$ cat config.mk
export PLATFORM = sky130hd
export DESIGN_NAME = dma_prot_window
export DESIGN_NICKNAME = d
export VERILOG_FILES = /design/src/rtl/pmr_pkg.sv /design/src/rtl/pmr_lock_ctrl.sv /design/src/rtl/pmr_bound_reg.sv /design/src/rtl/pmr_region_match.sv /design/src/rtl/dma_prot_window.sv
export SDC_FILE = /design/constraint.sdc
export NUM_CORES = 1
export LEC_CHECK = 0
export BUFFER_PORTS_ARGS = -buffer_cell sky130_fd_sc_hd__buf_2
export CAP_MARGIN = 20
export CORE_ASPECT_RATIO = 0.6
export CORE_UTILIZATION = 50
export CTS_BUF_LIST = sky130_fd_sc_hd__clkbuf_8
export DETAILED_ROUTE_END_ITERATION = 8
export PLACE_DENSITY = 0.87
export SKIP_CTS_REPAIR_TIMING = 1
export SKIP_LAST_GASP = 1
export SYNTH_ARGS = -nofsm -noshare
export SYNTH_HDL_FRONTEND = slang
export SYNTH_SLANG_ARGS = --single-unit
$ cat constraint.sdc
create_clock -name clk -period 2.61 [get_ports clk]
set_input_delay 0.1305 -clock clk [delete_from_list [all_inputs] [get_ports clk]]
set_output_delay 0.1305 -clock clk [all_outputs]
set_load 0.1 [all_outputs]
$ cat src/rtl/pmr_pkg.sv
package pmr_pkg;

    localparam int PMR_ADDR_W = 32;
    localparam int PMR_LOW_W  = 21;
    localparam int PMR_HI_W   = PMR_ADDR_W - PMR_LOW_W;
    localparam int PMR_NREG   = 2;

    typedef enum logic {
        SEL_BASE  = 1'b0,
        SEL_LIMIT = 1'b1
    } pmr_sel_e;

    typedef struct packed {
        logic [PMR_HI_W-1:0] base_hi;
        logic [PMR_HI_W-1:0] limit_hi;
    } pmr_bounds_t;

    function automatic logic [PMR_ADDR_W-1:0] pmr_floor(input logic [PMR_HI_W-1:0] hi);
        return {hi, {PMR_LOW_W{1'b0}}};
    endfunction

    function automatic logic [PMR_ADDR_W-1:0] pmr_ceil(input logic [PMR_HI_W-1:0] hi);
        return {hi, {PMR_LOW_W{1'b1}}};
    endfunction

endpackage

$ cat src/rtl/pmr_lock_ctrl.sv
module pmr_lock_ctrl (
    input  logic clk,
    input  logic rst,
    input  logic lock_pulse,
    input  logic unlock_pulse,
    input  logic cap_present,
    input  logic prot_en,
    input  logic wr_en,
    output logic locked,
    output logic wr_ok
);

    logic locked_q;

    always_ff @(posedge clk) begin
        if (rst)
            locked_q <= 1'b0;
        else if (lock_pulse)
            locked_q <= 1'b1;
        else if (unlock_pulse)
            locked_q <= 1'b0;
    end

    assign locked = locked_q;
    assign wr_ok  = wr_en && cap_present && !locked_q && !prot_en;

    // a lock command always leaves the pair locked, even with unlock present
    a_r10_lock_wins: assert property (@(posedge clk) disable iff (rst)
        lock_pulse |=> locked_q);

    // an unlock without a lock clears the locked state
    a_r4_unlock_clears: assert property (@(posedge clk) disable iff (rst)
        (unlock_pulse && !lock_pulse) |=> !locked_q);

endmodule

$ cat src/rtl/pmr_bound_reg.sv
module pmr_bound_reg #(
    parameter int HI_W = pmr_pkg::PMR_HI_W
) (
    input  logic            clk,
    input  logic            rst,
    input  logic            load,
    input  logic [HI_W-1:0] d_hi,
    output logic [HI_W-1:0] q_hi
);

    always_ff @(posedge clk) begin
        if (rst)
            q_hi <= '0;
        else if (load)
            q_hi <= d_hi;
    end

endmodule

$ cat src/rtl/pmr_region_match.sv
module pmr_region_match #(
    parameter int ADDR_W = pmr_pkg::PMR_ADDR_W,
    parameter int LOW_W  = pmr_pkg::PMR_LOW_W,
    localparam int HI_W  = ADDR_W - LOW_W
) (
    input  logic [HI_W-1:0]   base_hi,
    input  logic [HI_W-1:0]   limit_hi,
    input  logic              prot_en,
    input  logic [ADDR_W-1:0] addr,
    output logic              hit
);

    logic [ADDR_W-1:0] lo_bound;
    logic [ADDR_W-1:0] hi_bound;
    logic              well_formed;

    always_comb begin
        lo_bound    = {base_hi, {LOW_W{1'b0}}};
        hi_bound    = {limit_hi, {LOW_W{1'b1}}};
        well_formed = (limit_hi >= base_hi);
        hit         = prot_en && well_formed && (addr >= lo_bound) && (addr <= hi_bound);
    end

endmodule

$ cat src/rtl/dma_prot_window.sv
module dma_prot_window #(
    parameter int ADDR_W = pmr_pkg::PMR_ADDR_W,
    parameter int LOW_W  = pmr_pkg::PMR_LOW_W,
    localparam int HI_W  = ADDR_W - LOW_W,
    localparam int NREG  = pmr_pkg::PMR_NREG
) (
    input  logic              clk,
    input  logic              rst,
    input  logic              reg_sel,
    input  logic              wr_en,
    input  logic [ADDR_W-1:0] wr_data,
    output logic [ADDR_W-1:0] rd_data,
    input  logic              lock_pulse,
    input  logic              unlock_pulse,
    input  logic              cap_present,
    input  logic              prot_en,
    input  logic [ADDR_W-1:0] req_addr,
    output logic              hit
);
    import pmr_pkg::*;

    logic            locked;
    logic            wr_ok;
    logic [HI_W-1:0] hi_q [NREG];
    logic            unused_low;

    assign unused_low = ^wr_data[LOW_W-1:0];

    pmr_lock_ctrl u_lock (
        .clk          (clk),
        .rst          (rst),
        .lock_pulse   (lock_pulse),
        .unlock_pulse (unlock_pulse),
        .cap_present  (cap_present),
        .prot_en      (prot_en),
        .wr_en        (wr_en),
        .locked       (locked),
        .wr_ok        (wr_ok)
    );

    for (genvar g = 0; g < NREG; g++) begin : g_bound
        pmr_bound_reg #(.HI_W(HI_W)) u_reg (
            .clk  (clk),
            .rst  (rst),
            .load (wr_ok && (reg_sel == 1'(g))),
            .d_hi (wr_data[ADDR_W-1:LOW_W]),
            .q_hi (hi_q[g])
        );
    end

    always_comb begin
        if (pmr_sel_e'(reg_sel) == SEL_LIMIT)
            rd_data = {hi_q[SEL_LIMIT], {LOW_W{1'b0}}};
        else
            rd_data = {hi_q[SEL_BASE], {LOW_W{1'b0}}};
    end

    pmr_region_match #(.ADDR_W(ADDR_W), .LOW_W(LOW_W)) u_match (
        .base_hi  (hi_q[SEL_BASE]),
        .limit_hi (hi_q[SEL_LIMIT]),
        .prot_en  (prot_en),
        .addr     (req_addr),
        .hit      (hit)
    );

    // a locked pair keeps both bounds
    a_r4_locked_hold: assert property (@(posedge clk) disable iff (rst)
        locked |=> ($stable(hi_q[0]) && $stable(hi_q[1])));

    // no capability, no change
    a_r5_nocap_hold: assert property (@(posedge clk) disable iff (rst)
        !cap_present |=> ($stable(hi_q[0]) && $stable(hi_q[1])));

    // bounds frozen while protection is enabled
    a_r8_enabled_hold: assert property (@(posedge clk) disable iff (rst)
        prot_en |=> ($stable(hi_q[0]) && $stable(hi_q[1])));

    // low read bits are always zero
    a_r2_low_zero: assert property (@(posedge clk) disable iff (rst)
        rd_data[LOW_W-1:0] == '0);

    // no hit with protection off
    a_r9_off_nohit: assert property (@(posedge clk) disable iff (rst)
        !prot_en |-> !hit);

    // inverted bounds never hit
    a_r7_inverted_nohit: assert property (@(posedge clk) disable iff (rst)
        (hi_q[1] < hi_q[0]) |-> !hit);

endmodule

==> results of run 1 <==
-- where the power goes --
group          leakage, nW  switching [W]  internal (W)
logic                0.898       0.000253     0.0000841
clock network       0.0269       0.000108      0.000105
registers            0.186     0.00000623      0.000358
total                 1.11       0.000367      0.000547
-- synth_stat cells --
cell type	instances	area share
inv_1	24	0.046
nor4bb_1	1	0.0051
nand2b_1	1	0.0032
conb_1	1	0.0019
buf_4	22	0.084
a21o_1	5	0.019
nor2_1	24	0.046
nand2_1	14	0.027
nand3b_1	1	0.0038
o21ai_0	12	0.031
and2b_1	1	0.0038
a2111oi_2	1	0.0077
a21oi_1	13	0.033
mux2_2	1	0.0058
ha_1	33	0.21
and4_1	1	0.0045
nand4_1	13	0.042
o32ai_1	1	0.0045
nor4_1	5	0.016
dfxtp_1	23	0.24
o31a_1	1	0.0045
mux2i_1	22	0.11
a211oi_1	2	0.0077
nor4b_1	3	0.013
o211ai_2	1	0.0064
nand3_1	5	0.013
buf_2	1	0.0026
clkbuf_1	4	0.0077
o21ai_1	1	0.0026
-- through the flow --
stage	util	cell area [µm²]	hold WS (ns)	instances	setup slack, ns
2_1_floorplan	-	2046	0.2029	257	0.01669
3_3_place_gp	0.6065	2245	0.3345	339	0.4617
3_5_place_dp	0.6065	2245	0.3625	339	0.4170
4_1_cts	0.6187	2290	0.08811	343	0.1249
5_1_grt	0.6220	2302	0.09598	343	0.02939
6_report	0.6220	2302	0.08865	343	0.1580
-- kinds of logic (layout without fill, tap and decap cells) --
group           count (synthesis)  in the layout
fa+ha+maj                      33             33
simple gates                   69             69
other cells                     1             21
buf+inv                        51             90
compound gates                 37             37
flops                          23             23
mux                            23             23
-- worst max-delay path: stages, from the launching register on --
cell and delay (ns):
dfxtp_1 0.41, inv_1 0.09, ha_1 0.29, nand4_1 0.17
nor4_2 0.29, nand2_1 0.08, o31a_1 0.15, a2111oi_4 0.35
buf_12 0.22
-- final cells by class --
| cell class | instances | area [µm²] | area share |
|---|---|---|---|
| flip-flops and latches | 23 | 460.4 | 0.2000 |
| inverters | 24 | 90.09 | 0.03913 |
| clock inverters | 1 | 3.754 | 0.001630 |
| repair buffers | 62 | 325.3 | 0.1413 |
| multi-input cells | 183 | 1323 | 0.5745 |
| well taps | 47 | 58.81 | 0.02554 |
| clock buffers | 3 | 41.29 | 0.01793 |
-- routing by layer --
layer  up-vias  GRT usage  share of wire  wire, µm
li1        915          -              -         -
met1       801     0.3160           0.50      2257
met2        78     0.3224           0.41      1857
met3         4    0.04000          0.086       390
met4         0    0.07471         0.0060        27
met5         -          0              0         0
-- sequential cells by signal (all words and copies together) (netlist names) --
signal              count
g_bound.u_reg.q_hi     22
u_lock.locked           1
-- worst max-delay path by stage --
stage               slack [ns]  endpoint                             startpoint
detailed placement        0.42       hit  g_bound[0].u_reg.q_hi[2]$_SDFFE_PP0P_
floorplan                 0.02       hit  g_bound[0].u_reg.q_hi[2]$_SDFFE_PP0P_
finish                    0.16       hit  g_bound[1].u_reg.q_hi[8]$_SDFFE_PP0P_
global route              0.03       hit  g_bound[1].u_reg.q_hi[8]$_SDFFE_PP0P_
global placement          0.46       hit  g_bound[0].u_reg.q_hi[2]$_SDFFE_PP0P_
CTS                       0.12       hit  g_bound[0].u_reg.q_hi[2]$_SDFFE_PP0P_
-- cells in the final DEF (no fill, tap or decap), types with 2 or more instances in the layout --
cell type   n
nand2_1    14
o21ai_1    11
nor4_1      4
nor2_1     24
mux2i_1    22
ha_1       33
o21ai_0     2
a21o_1      5
a211oi_1    2
a21oi_1    13
nor4b_1     2
dfxtp_1    23
inv_1      25
nand3_1     5
clkbuf_8    3
conb_1     21
nand4_1    13
buf_2      61
==> impl_metrics.yaml, run 1 <==
cells_and_area:
  nFillCells: 340
  final_nets: 402
  drive_gt1_frac: 0.2365
  n_antenna_cell: 0
  area_delta_synth_final_pct: 17.57
power_and_ir_drop:
  p_leak_nw: 1.111
  power_w: 0.0009138
  p_per_area_nw_per_um2: 396.9
  vdd_drop_max_uv: 269.2
clocking:
  htreeDepth: 1
  clock_latency_ns: 0.26
  clock_sinks: 23
  clk_pin_slew_ns: 0.08
  cts_tree: "done"
  cts_buffers: 3
  clockRootBuffer: "clkbuf_8"
  ctsLongestPathBuffers: 2
outcome:
  status: "finished, final reports clean"
timing:
  fmax_mhz: 407.8
  min_period_ns: 2.452
  skew_ns: 0.001948
  worst_pin_slew_ns: 0.6090
  finalCritPeriodShare: 0.9394
  slew_viol_final: 0
  maxSlewHeadroom: 0.5930
  tns_ns: 0
  setup_viol: 0
  finalHoldViolCount: 0
  rsz0062_at_grt: "false"
yosys:
  synthAdderAreaFrac: 0.2109
  synth_compound_area_frac: 0.1163
  synth_top_family_by_area: "adder cells"
  synth-seq-cells: 23
  synth-simple-area-share: 0.1770
  synth.mux.area_fraction: 0.1182
  netlist_area_um2: 1958
  synthCells: 237
  synth_seq_area_share: 0.2351
  synth.distinct_cells: 29
  synth_area_per_cell_um2: 8.262
  synth-xor-area-share: 0
  ys_warn_count: 0
placed_design:
  post-dp-hpwl_mm: 3.879
  portBuffers: 62
  gp_congestion: 0.8577
job:
  maxCapViolCount: 0
setup_path:
  r2r-start: "u_lock.locked$_SDFFE_PP0P_"
  rrSetupSlack_ns: 0.95
  critical_path.max_fanout: 4
  critical_path_required_ns: 2.48
  startpoint_type: "flop"
  path_class: "reg2out"
  r2r_cells: 4
  timing.rr.end: "g_bound[0].u_reg.q_hi[5]$_SDFFE_PP0P_"
  critPathArrivalTime_ns: 2.32
  crit_path_end_kind: "primary output"
die:
  die_area_um2: 4179
  core_area_um2: 3701
  start_util: 0.5291
  rows: 17
  die_h_um: 50.48
  pin_count: 105
  die_w_um: 82.79
grt:
  antenna_found_initial: 0
  grt_pass1_vias: 1617
  grt_max_degree: 24
  grt-ovfl-total: 0
  grt_pass1_wl_mm: 7.031
  grt_use_total: 0.2188
worst_hold_path:
  min_to: "u_lock.locked$_SDFFE_PP0P_"
  min-delay-start: "lock_pulse"
  hold_class: "in2reg"
  holdPathStages: 3
detailed_routing:
  drt_first_pass_iters: 4
  drc: 0
  vias: 1798
  drtIter0Drc: 59
  wl_per_cell_um: 13.22
  wl_mm: 4.533
  viasPerCell: 5.242
  ant_nets: 0
(Power assumes the default switching activity.)
==> inputs of run 2 (changes only) <==
PLACE_DENSITY = 0.88   (was 0.87)
==> impl_metrics.yaml, run 2 (same netlist as run 1, synthesis figures left out) <==
cells_and_area:
  fin_util: 0.6224
  largest_reg_flops: 22
  regArea_um2: 460.4
  mostFrequentLayoutCells: "buf_2 (61), ha_1 (33), inv_1 (24), nor2_1 (24), dfxtp_1 (23)"
  multi_input_area_um2: 1323
  nFillCells: 347
  n_antenna_cell: 0
  top_register: "g_bound.u_reg.q_hi"
  area_delta_synth_final_pct: 17.64
  drive_gt1_frac: 0.2399
  final_common_cell: "buf_2"
  final_nets: 402
die:
  core_area_um2: 3701
  rows: 17
  die_area_um2: 4179
  start_util: 0.5291
  die_w_um: 82.79
  pin_count: 105
  die_h_um: 50.48
setup_path:
  critPathArrivalTime_ns: 2.36
  critical_path_required_ns: 2.48
  crit_path_end_kind: "primary output"
  r2r_cells: 4
  path_class: "reg2out"
  startpoint_type: "flop"
  critical_path.max_fanout: 4
worst_hold_path:
  hold_class: "in2reg"
  holdPathStages: 3
grt:
  grt_pass1_wl_mm: 7.341
  grt-ovfl-total: 0
  grt_pass1_vias: 1700
  antenna_found_initial: 0
  grt_use_total: 0.2359
  grt_max_degree: 24
power_and_ir_drop:
  pwr-share-comb: 0.367
  p_seq_frac: 0.393
  internal_power_w: 0.0005492
  switching_share: 0.4076
  power.switching_w: 0.0003779
  power_w: 0.0009270
  vdd_drop_max_uv: 335.2
  pwr-share-clk: 0.240
  p_leak_nw: 1.109
  p_per_area_nw_per_um2: 402.5
timing:
  rsz0062_at_grt: "false"
  finalCritPeriodShare: 0.9529
  skew_ns: 0.003967
  holdWs_ns: 0.06349
  slew_viol_final: 0
  worst_pin_slew_ns: 0.6294
  fmax_mhz: 402.1
  setup_ws_ns: 0.1230
  tns_ns: 0
  setup_viol: 0
  min_period_ns: 2.487
  finalHoldViolCount: 0
  maxSlewHeadroom: 0.5804
detailed_routing:
  ant_nets: 0
  wl_per_cell_um: 14.06
  vias: 1866
  drc: 0
  drtIter0Drc: 64
  viasPerCell: 5.440
  drt_first_pass_iters: 4
  wl_mm: 4.823
clocking:
  htreeDepth: 1
  clock_latency_ns: 0.27
  clock_sinks: 23
  ctsLongestPathBuffers: 2
  clockRootBuffer: "clkbuf_8"
  cts_tree: "done"
  clk_pin_slew_ns: 0.08
  cts_buffers: 3
placed_design:
  portBuffers: 62
  place_ws_ns: 0.4008
  gp_congestion: 0.8573
  post-dp-hpwl_mm: 4.088
job:
  maxCapViolCount: 0
outcome:
  status: "finished, final reports clean"
==> run 2: final timing paths <==
check,slack (ns),startpoint,end
hold / removal,0.06,lock_pulse,u_lock.locked$_SDFFE_PP0P_
hold reg to reg,0.50,g_bound[0].u_reg.q_hi[1]$_SDFFE_PP0P_,g_bound[0].u_reg.q_hi[1]$_SDFFE_PP0P_
setup reg to reg,0.90,u_lock.locked$_SDFFE_PP0P_,g_bound[0].u_reg.q_hi[9]$_SDFFE_PP0P_
setup / recovery,0.12,g_bound[1].u_reg.q_hi[8]$_SDFFE_PP0P_,hit
==> run 2: cell type report <==
cell class,instances,share of cell area
Timing Repair Buffer,62,0.1412
Inverter,24,0.03911
Clock buffer,3,0.01793
Multi-Input combinational cell,183,0.5741
Clock inverter,1,0.002173
Sequential cell,23,0.1999
Tap cell,47,0.02553
==> run 2: routing by layer <==
layer	vias up	track usage	part of all wire
li1	918	-	-
met1	859	0.3109	0.47
met2	82	0.3784	0.44
met3	7	0.03455	0.074
met4	0	0.1063	0.015
met5	-	0	0
==> run 2: metrics by stage <==
stage	instances	instance area, µm²
final	343	2303
after global routing	343	2303
after CTS	343	2291
after detailed placement	339	2245
after global placement	339	2245
after floorplan	257	2046
==> run 2: power by group through the flow <==
stage | combinational (W) | sequential [W] | clock [W]
5_1_grt | 0.000363 | 0.000365 | 0.000239
2_1_floorplan | 0.000282 | 0.000370 | 0
6_report | 0.000340 | 0.000364 | 0.000223
3_5_place_dp | 0.000336 | 0.000372 | 0
4_1_cts | 0.000337 | 0.000364 | 0.000228
3_3_place_gp | 0.000327 | 0.000372 | 0
==> run 2: critical path, cell delays in order, from the launching register on <==
cell       delay, ns
dfxtp_1         0.43
inv_1           0.08
ha_1            0.31
nand4_1         0.16
nor4_2          0.30
nand2_1         0.08
o31a_1          0.14
a2111oi_4       0.37
buf_12          0.22
==> inputs of run 3 (changes only) <==
CORE_UTILIZATION = 35   (was 50)
PLACE_DENSITY = 0.65   (was 0.88)
==> impl_metrics.yaml, run 3 (same netlist as run 1, synthesis figures left out) <==
detailed_routing:
  wl_met2_mm: 1.784
  drtIter0Drc: 70
  wl_met1_mm: 2.596
  vias: 1775
  drc: 0
  ant_nets: 0
  viasPerCell: 4.903
  wl_mm: 4.730
  drt_first_pass_iters: 4
  wl_per_cell_um: 13.07
  met3WireLength_um: 299
  highest_layer: "met4"
timing:
  setup_viol: 0
  worst_pin_slew_ns: 0.6241
  finalCritPeriodShare: 0.9476
  slew_viol_final: 0
  rsz0062_at_grt: "false"
  maxSlewHeadroom: 0.5829
  skew_ns: 0.006708
  tns_ns: 0
  setup_ws_ns: 0.1367
  min_period_ns: 2.473
  fmax_mhz: 404.3
  holdWs_ns: 0.07458
  finalHoldViolCount: 0
cells_and_area:
  n_antenna_cell: 0
  area_delta_synth_final_pct: 18.47
  drive_gt1_frac: 0.2331
  nFillCells: 541
  top_register: "g_bound.u_reg.q_hi"
  final_common_cell: "buf_2"
  largest_reg_flops: 22
  final_nets: 402
  mostFrequentLayoutCells: "buf_2 (61), ha_1 (33), inv_1 (25), nor2_1 (24), dfxtp_1 (23)"
power_and_ir_drop:
  vdd_drop_max_uv: 159.6
  p_seq_frac: 0.397
  power.switching_w: 0.0003717
  pwr-share-clk: 0.237
  switching_share: 0.4047
  power_w: 0.0009185
  p_leak_nw: 1.111
  pwr-share-comb: 0.367
  internal_power_w: 0.0005467
  p_per_area_nw_per_um2: 395.9
setup_path:
  critical_path_required_ns: 2.48
  crit_slowest_cell: "dfxtp_1"
  crit_path_end_kind: "primary output"
  path_buf_inv: 2
  startpoint_type: "flop"
  critPathArrivalTime_ns: 2.34
  path_class: "reg2out"
  cp_top_family: "simple AND/OR/NAND/NOR gates"
  critical_path.max_fanout: 4
  slowest_delay_ns: 0.43
  path_cells: "inv_1 > ha_1 > nand4_1 > nor4_1 > nand2_1 > o31a_1 > a2111oi_4 > buf_12"
  rrSetupSlack_ns: 0.94
die:
  rows: 20
  die_w_um: 98.57
  die_h_um: 59.94
  die_area_um2: 5908
  pin_count: 105
  start_util: 0.3744
  core_area_um2: 5230
placed_design:
  place_ws_ns: 0.3514
  portBuffers: 62
  post-dp-hpwl_mm: 4.065
  gp_congestion: 0.8223
grt:
  grt_pass1_vias: 1573
  grt-ovfl-total: 0
  grt_max_degree: 24
  antenna_found_initial: 0
  grt_use_total: 0.1635
  grt_pass1_wl_mm: 7.417
clocking:
  htreeDepth: 1
  clock_sinks: 23
  clockRootBuffer: "clkbuf_8"
  clock_latency_ns: 0.27
  cts_tree: "done"
  cts_buffers: 3
  clk_pin_slew_ns: 0.07
  ctsLongestPathBuffers: 2
job:
  maxCapViolCount: 0
worst_hold_path:
  hold_class: "in2reg"
outcome:
  status: "finished, final reports clean"
run 3: worst reg2reg max path: stages, from the launching register on:
cell and delay (ns):
dfxtp_1 0.33, nor4bb_1 0.34, and2b_1 0.57, mux2i_1 0.25, nor2_1 0.05
run 3: per-stage QoR:
step	utilization	instance area, µm²	cells
floorplan	-	2046	257
global placement	0.4337	2268	358
detailed placement	0.4337	2268	358
CTS	0.4423	2313	362
global route	0.4435	2320	362
finish	0.4435	2320	362
run 3: layout make-up:
cell class / count / area [µm²] / area share
multi-input cells: 183 / 1316 / 0.5674
flip-flops and latches: 23 / 460.4 / 0.1985
repair buffers: 62 / 325.3 / 0.1402
clock buffers: 3 / 41.29 / 0.01780
inverters: 24 / 90.09 / 0.03884
well taps: 66 / 82.58 / 0.03560
clock inverters: 1 / 3.754 / 0.001618
run 3: power by group through the flow:
stage / combinational [W] / sequential [W] / clock (W)
6_report: 0.000337 / 0.000364 / 0.000217
5_1_grt: 0.000360 / 0.000365 / 0.000244
4_1_cts: 0.000336 / 0.000364 / 0.000223
3_5_place_dp: 0.000336 / 0.000372 / 0
3_3_place_gp: 0.000331 / 0.000372 / 0
2_1_floorplan: 0.000282 / 0.000370 / 0
run 3: final timing paths:
| check | from | to | cells past startpoint |
|---|---|---|---|
| worst max-delay path | g_bound[1].u_reg.q_hi[8]$_SDFFE_PP0P_ | hit | 8 |
| worst min-delay path | lock_pulse | u_lock.locked$_SDFFE_PP0P_ | 3 |
| worst max register to register | u_lock.locked$_SDFFE_PP0P_ | g_bound[0].u_reg.q_hi[8]$_SDFFE_PP0P_ | 4 |
| worst min register to register | g_bound[0].u_reg.q_hi[9]$_SDFFE_PP0P_ | g_bound[0].u_reg.q_hi[9]$_SDFFE_PP0P_ | 2 |
run 3: routing by layer:
layer / up-vias / GRT usage
li1: 920 / -
met1: 783 / 0.2474
met2: 66 / 0.2364
met3: 6 / 0.02339
met4: 0 / 0.05117
met5: - / 0
